### src/rtl/pic_pkg.sv
package pic_pkg;
  localparam int PIN_W    = 32;
  localparam int LANE_W   = 8;
  localparam int NUM_LANE = PIN_W / LANE_W;
  localparam int NUM_REGS = 10;
  localparam logic [1:0] SIZE_WORD = 2'd2;

  typedef enum logic [3:0] {
    RI_MASK_SET = 4'd0, RI_MASK_CLR = 4'd1, RI_REQ     = 4'd2, RI_ASSIGN  = 4'd3,
    RI_EDGE_SET = 4'd4, RI_EDGE_CLR = 4'd5, RI_INV_SET = 4'd6, RI_INV_CLR = 4'd7,
    RI_PSTATE   = 4'd8, RI_LATCH    = 4'd9
  } reg_idx_e;

  function automatic logic [PIN_W-1:0] assign_rst(input int idx);
    case (idx)
      1:       return 32'h0101_0000;
      3:       return 32'h0202_0303;
      default: return 32'h0000_0101;
    endcase
  endfunction
endpackage

### src/rtl/pic_setclr_reg.sv
module pic_setclr_reg #(
  parameter int W = 32
) (
  input  logic         clk_i,
  input  logic         rst_ni,
  input  logic         set_en_i,
  input  logic         clr_en_i,
  input  logic [W-1:0] wdata_i,
  output logic [W-1:0] q_o
);
  always_ff @(posedge clk_i or negedge rst_ni) begin
    if (!rst_ni)       q_o <= '0;
    else if (set_en_i) q_o <= q_o | wdata_i;
    else if (clr_en_i) q_o <= q_o & ~wdata_i;
  end
endmodule

### src/rtl/pic_lane_mux.sv
module pic_lane_mux import pic_pkg::*; #(
  parameter int NUM_GROUPS = 8
) (
  input  logic [NUM_GROUPS*PIN_W-1:0] pins_i,
  input  logic [PIN_W-1:0]            assign_i,
  output logic [PIN_W-1:0]            sel_o
);
  localparam int GSEL_W = (NUM_GROUPS > 1) ? $clog2(NUM_GROUPS) : 1;

  for (genvar k = 0; k < NUM_LANE; k++) begin : g_lane
    logic [GSEL_W-1:0] grp;
    assign grp = assign_i[k*LANE_W +: GSEL_W];
    always_comb begin
      for (int j = 0; j < LANE_W; j++) begin
        if (int'(grp) < NUM_GROUPS)
          sel_o[k*LANE_W+j] = pins_i[int'(grp)*PIN_W + k*LANE_W + j];
        else
          sel_o[k*LANE_W+j] = 1'b0;
      end
    end
  end
endmodule

### src/rtl/pic_pin_sync.sv
module pic_pin_sync #(
  parameter int W      = 32,
  parameter int STAGES = 2
) (
  input  logic         clk_i,
  input  logic         rst_ni,
  input  logic [W-1:0] d_i,
  output logic [W-1:0] q_o
);
  logic [STAGES-1:0][W-1:0] ff_q;

  always_ff @(posedge clk_i or negedge rst_ni) begin
    if (!rst_ni) ff_q <= '0;
    else begin
      ff_q[0] <= d_i;
      for (int i = 1; i < STAGES; i++) ff_q[i] <= ff_q[i-1];
    end
  end

  assign q_o = ff_q[STAGES-1];
endmodule

### src/rtl/pic_detect.sv
module pic_detect #(
  parameter int W = 32
) (
  input  logic         clk_i,
  input  logic         rst_ni,
  input  logic [W-1:0] lvl_i,
  input  logic [W-1:0] edge_mode_i,
  input  logic [W-1:0] req_clr_i,
  input  logic [W-1:0] latch_clr_i,
  output logic [W-1:0] req_o,
  output logic [W-1:0] latch_o,
  output logic [W-1:0] rise_o
);
  logic [W-1:0] prev_q;

  assign rise_o = lvl_i & ~prev_q;

  always_ff @(posedge clk_i or negedge rst_ni) begin
    if (!rst_ni) begin
      prev_q  <= '0;
      req_o   <= '0;
      latch_o <= '0;
    end else begin
      prev_q  <= lvl_i;
      // a new edge wins over a same-cycle clear
      req_o   <= (edge_mode_i & ((req_o & ~req_clr_i) | rise_o)) | (~edge_mode_i & lvl_i);
      latch_o <= (latch_o & ~latch_clr_i) | rise_o;
    end
  end
endmodule

### src/rtl/pin_irq_ctrl.sv
module pin_irq_ctrl import pic_pkg::*; #(
  parameter int NUM_GROUPS  = 8,
  parameter int INST_IDX    = 0,
  parameter int SYNC_STAGES = 2
) (
  input  logic                        clk_i,
  input  logic                        rst_ni,
  input  logic                        req_i,
  input  logic                        we_i,
  input  logic [5:0]                  addr_i,
  input  logic [1:0]                  size_i,
  input  logic [PIN_W-1:0]            wdata_i,
  output logic [PIN_W-1:0]            rdata_o,
  output logic                        err_o,
  input  logic [NUM_GROUPS*PIN_W-1:0] pins_i,
  output logic                        irq_o
);
  logic [3:0]          reg_idx;
  logic                off_ok, acc, wr;
  logic [NUM_REGS-1:0] wr_sel;
  logic [PIN_W-1:0]    mask_q, edge_q, inv_q, assign_q;
  logic [PIN_W-1:0]    pin_sel, pin_sync, pin_lvl;
  logic [PIN_W-1:0]    req_q, latch_q, rise;

  assign reg_idx = addr_i[5:2];
  assign off_ok  = (addr_i[1:0] == 2'b00) && (int'(reg_idx) < NUM_REGS);
  assign err_o   = req_i && ((size_i != SIZE_WORD) || !off_ok);
  assign acc     = req_i && !err_o;
  assign wr      = acc && we_i;

  for (genvar k = 0; k < NUM_REGS; k++) begin : g_wsel
    assign wr_sel[k] = wr && (int'(reg_idx) == k);
  end

  pic_setclr_reg #(.W(PIN_W)) u_mask (
    .clk_i, .rst_ni, .set_en_i(wr_sel[RI_MASK_SET]), .clr_en_i(wr_sel[RI_MASK_CLR]),
    .wdata_i, .q_o(mask_q));
  pic_setclr_reg #(.W(PIN_W)) u_edge (
    .clk_i, .rst_ni, .set_en_i(wr_sel[RI_EDGE_SET]), .clr_en_i(wr_sel[RI_EDGE_CLR]),
    .wdata_i, .q_o(edge_q));
  pic_setclr_reg #(.W(PIN_W)) u_inv (
    .clk_i, .rst_ni, .set_en_i(wr_sel[RI_INV_SET]), .clr_en_i(wr_sel[RI_INV_CLR]),
    .wdata_i, .q_o(inv_q));

  always_ff @(posedge clk_i or negedge rst_ni) begin
    if (!rst_ni)                assign_q <= assign_rst(INST_IDX);
    else if (wr_sel[RI_ASSIGN]) assign_q <= wdata_i;
  end

  pic_lane_mux #(.NUM_GROUPS(NUM_GROUPS)) u_mux (
    .pins_i, .assign_i(assign_q), .sel_o(pin_sel));

  pic_pin_sync #(.W(PIN_W), .STAGES(SYNC_STAGES)) u_sync (
    .clk_i, .rst_ni, .d_i(pin_sel), .q_o(pin_sync));

  assign pin_lvl = pin_sync ^ inv_q;

  pic_detect #(.W(PIN_W)) u_det (
    .clk_i, .rst_ni,
    .lvl_i      (pin_lvl),
    .edge_mode_i(edge_q),
    .req_clr_i  (wr_sel[RI_REQ]   ? wdata_i : '0),
    .latch_clr_i(wr_sel[RI_LATCH] ? wdata_i : '0),
    .req_o      (req_q),
    .latch_o    (latch_q),
    .rise_o     (rise));

  assign irq_o = |(req_q & mask_q);

  always_comb begin
    rdata_o = '0;
    if (acc) begin
      case (reg_idx)
        RI_MASK_SET, RI_MASK_CLR: rdata_o = mask_q;
        RI_EDGE_SET, RI_EDGE_CLR: rdata_o = edge_q;
        RI_INV_SET,  RI_INV_CLR:  rdata_o = inv_q;
        RI_REQ:                   rdata_o = req_q;
        RI_ASSIGN:                rdata_o = assign_q;
        RI_PSTATE:                rdata_o = pin_lvl;
        RI_LATCH:                 rdata_o = latch_q;
        default:                  rdata_o = '0;
      endcase
    end
  end
endmodule

### config.mk
export PLATFORM = sky130hd
export DESIGN_NAME = pin_irq_ctrl
export DESIGN_NICKNAME = d
export VERILOG_FILES = /design/src/rtl/pic_pkg.sv /design/src/rtl/pic_setclr_reg.sv /design/src/rtl/pic_lane_mux.sv /design/src/rtl/pic_pin_sync.sv /design/src/rtl/pic_detect.sv /design/src/rtl/pin_irq_ctrl.sv
export SDC_FILE = /design/constraint.sdc
export NUM_CORES = 1
export LEC_CHECK = 0
export ABC_CLOCK_PERIOD_IN_PS = 2400
export BUFFER_PORTS_ARGS = -buffer_cell sky130_fd_sc_hd__buf_2
export CAP_MARGIN = 20
export CORE_MARGIN = 2
export CORE_UTILIZATION = 45
export CTS_CLUSTER_DIAMETER = 60
export DETAILED_ROUTE_END_ITERATION = 12
export PLACE_DENSITY = 0.68
export SETUP_SLACK_MARGIN = 0.2
export SYNTH_ARGS = -nofsm -noshare
export SYNTH_HDL_FRONTEND = slang
export SYNTH_SLANG_ARGS = --single-unit
### constraint.sdc
create_clock -name clk_i -period 2.4 [get_ports clk_i]
set_input_delay 0.24 -clock clk_i [delete_from_list [all_inputs] [get_ports clk_i]]
set_output_delay 0.24 -clock clk_i [all_outputs]
set_load 0.03 [all_outputs]
==> summary.md <==
| Metric | Value |
|---|---|
| DIE HEIGHT | 184.2 µm |
| Port Buffers | 333 |
| Placer's final routability congestion estimate | 0.8277 |
| Yosys warns | 0 |
| Htree depth | 1 |
| Post-DP HPWL | 28780 µm |
| Register area share after synthesis | 49.32% |
| Setup Viol. Count Final | 0 |
| Filler cell count | 2626 |
| Vias in the first global route | 11870 |
| Largest stage delay on the critical path | 0.50 ns |
| Max VDD drop | 0.5432 mV |
| Post-Syn Area | 14620 µm² |
| Synthesized area per cell | 11.82 µm² |
| DRT Wirelength | 42460 µm |
| Least-Margin Pin Slew | 1.069 ns |
| Top post-synthesis cells by area | dfrtp_1 49%, mux4_2 9.9%, mux2i_1 6.1% |
| Depth of the most critical reg-to-reg path | 3 |
| Initial core utilization | 45.28% |
| Post-synthesis cell type count | 36 |
| Final count of hold timing violations | 0 |
| Post-Synthesis Net Count | 1537 |
| Slew HR | 28.76% |
| Worst Path Required | 2.16 ns |
| Tcrit/Tclk final | 97.70% |
| Horiz. Die Dim | 184.2 µm |
| Die footprint | 33940 µm² |
| Initial DRC Count | 876 |
| Pwr/cell area | 590.5 nW/µm² |
| Clock Path Buffers | 3 |
| CP startpoint kind | register |
| Worst EP arrival | 2.10 ns |
| Crit-path slowest cell | or4_4 |
| Layout area overhead | 31.10% |
| CTS Sinks | 288 |
| Largest net degree at the start of global routing | 97 |
| Status | completed |
| Clk_lat worst skew | 0.57 ns |
| Global-route wire length before repair | 64930 µm |
| F_max | 426.5 MHz |
| DRC violation count after routing | 0 |
| Total global routing overflow | 0 |
| Rows | 66 |
| Initial antenna violation count | 1 |
| Flip-flop and latch area | 7226 µm² |
| Nets | 1912 |
| Reg2reg end | u_sync.ff_q[15]$_DFF_PN0_ |
| DR pass1 iterations | 5 |
| Leading area contributor after synthesis | dfrtp_1 |
| Layout cells sized above 1 | 42.18% |
| Pwr Total | 11.32 mW |
| Critical Path Fanout Max | 3 |
| Io pins | 334 |
| Post-Syn Instances | 1237 |
| Via/cell ratio | 5.573 |
| Post-DRT Antenna Nets | 0 |
| Min Tclk post-route | 2.345 ns |
| Setup crit end | irq_o |
| Worst Clk Skew | 0.01711 ns |
| All-Layer GR Usage | 24.60% |
| CP Cell Sequence | a22oi_2, nand4_1, or4_4, buf_6 |
| Hold crit path type | input pin to register |
| Most common cell after layout, fill and taps aside | buf_2 |
| Flops & latches, synth | 288 |
| Unrepaired setup endpoints after global routing | true |
| Area occupied by multi-input gates | 7109 µm² |
| Origin of the critical flop-to-flop path | assign_q[8]$_DFFE_PN1P_ |
| CTS buffer count | 31 |
| Max Slew Vio Count | 0 |
| Root Driver | clkbuf_16 |
| Core area | 32290 µm² |
| CTS tree | done |
| Worst R2R Setup Slack | 0.53 ns |
| Via total after detailed routing | 11590 |
| Yosys top cell area share | 48.96% |
| Fin Setup TNS | 0 ns |
| Maxcap violations | 0 |
| Commonest non-fill, non-tap cells in the layout | 303 x buf_2, 279 x dfrtp_1, 155 x nand2_1, 122 x inv_1, 98 x a22oi_1 |
| Leak pwr | 8.927 nW |
| Crit end category | output pin |
| Clock-pin slew on the worst setup and hold paths | 0.06 ns |
| Average wire per standard cell | 20.42 µm |
| Crit Path Class | register to output pin |
## area by class of cell
type                       count  share of cell area [%]
clock inverter                11                  0.6659
multi-input combinational    744                   37.09
tap                          442                   2.885
antenna                        1                 0.01306
timing repair buffer         425                   14.39
clock buffer                  46                   4.864
inverter                     122                   2.389
sequential                   288                   37.70
## layer usage
metal	track usage, %	vias up	routed length, µm
met1	32.50	5867	17620
li1	-	5216	-
met4	6.528	0	998
met5	0	-	0
met2	42.60	435	21510
met3	3.537	68	2335
## worst max-delay path: cells and delay by family (launching register included)
family | cells | cell delay (ns)
AO/OA/AOI/OAI | 1 | 0.24
buffers and inverters | 1 | 0.17
flip-flops | 1 | 0.45
AND/OR/NAND/NOR | 2 | 0.68
## cell families after synthesis
family,count (synthesis),synth area share (%)
flip-flops,288,49.32
AO/OA/AOI/OAI,255,12.64
multiplexers,249,23.35
AND/OR/NAND/NOR,208,7.018
buffers and inverters,205,5.760
XOR/XNOR,32,1.917
## cell usage after synthesis (all sizes together)
cell / number
dfrtp: 286
nand2: 155
inv: 122
a22oi: 112
mux2: 96
mux2i: 89
mux4: 64
clkbuf: 42
buf: 41
a21oi: 39
a31oi: 39
a31o: 32
o2bb2ai: 32
or2: 32
xnor2: 32
nand4: 5
nor4b: 5
nor2: 3
dfstp: 2
nor4: 2
and3: 1
nand2b: 1
nor2b: 1
nor4bb: 1
o21a: 1
or4: 1
or4b: 1
## worst min-delay path by stage
stage | startpoint | to | cells past startpoint
final | wdata_i[25] | assign_q[25]$_DFFE_PN0P_ | 2
after global placement | rst_ni | u_sync.q_o[29]$_DFF_PN0_ | 1
after CTS | wdata_i[25] | assign_q[25]$_DFFE_PN0P_ | 2
after global routing | wdata_i[25] | register | 3
after floorplan | rst_ni | async pin | 0
after detailed placement | rst_ni | u_sync.q_o[29]$_DFF_PN0_ | 1
## per-stage QoR
stage | instance area, µm² | hold slack, ns | cells | util, % | setup slack [ns]
finish | 19170 | 0.01620 | 2079 | 59.36 | 0.05520
floorplan | 14680 | -0.05559 | 1237 | - | 0.1636
detailed placement | 17070 | 0.08606 | 1973 | 52.85 | 0.1542
CTS | 18580 | 0.001442 | 2064 | 57.54 | 0.04578
global route | 19170 | 0.008386 | 2079 | 59.36 | 0.005979
global placement | 17070 | 0.08453 | 1973 | 52.85 | 0.1623
## repair_timing
item / 4_1_cts / 5_1_grt
hold buffers: 30 / 0
endpoints found under the hold margin: 385 / 0
buffers inserted: 4 / 14
pin swaps: 6 / 2
setup endpoints to repair: 13 / 30
gates resized for setup: 30 / 112
## where the power goes
| group | total [mW] | switching (mW) | internal (mW) |
|---|---|---|---|
| Clock | 4.87 | 1.97 | 2.90 |
| Sequential | 5.24 | 0.189 | 5.05 |
| Combinational | 1.21 | 0.582 | 0.626 |
| Total | 11.3 | 2.74 | 8.58 |
(Power assumes the default switching activity.)
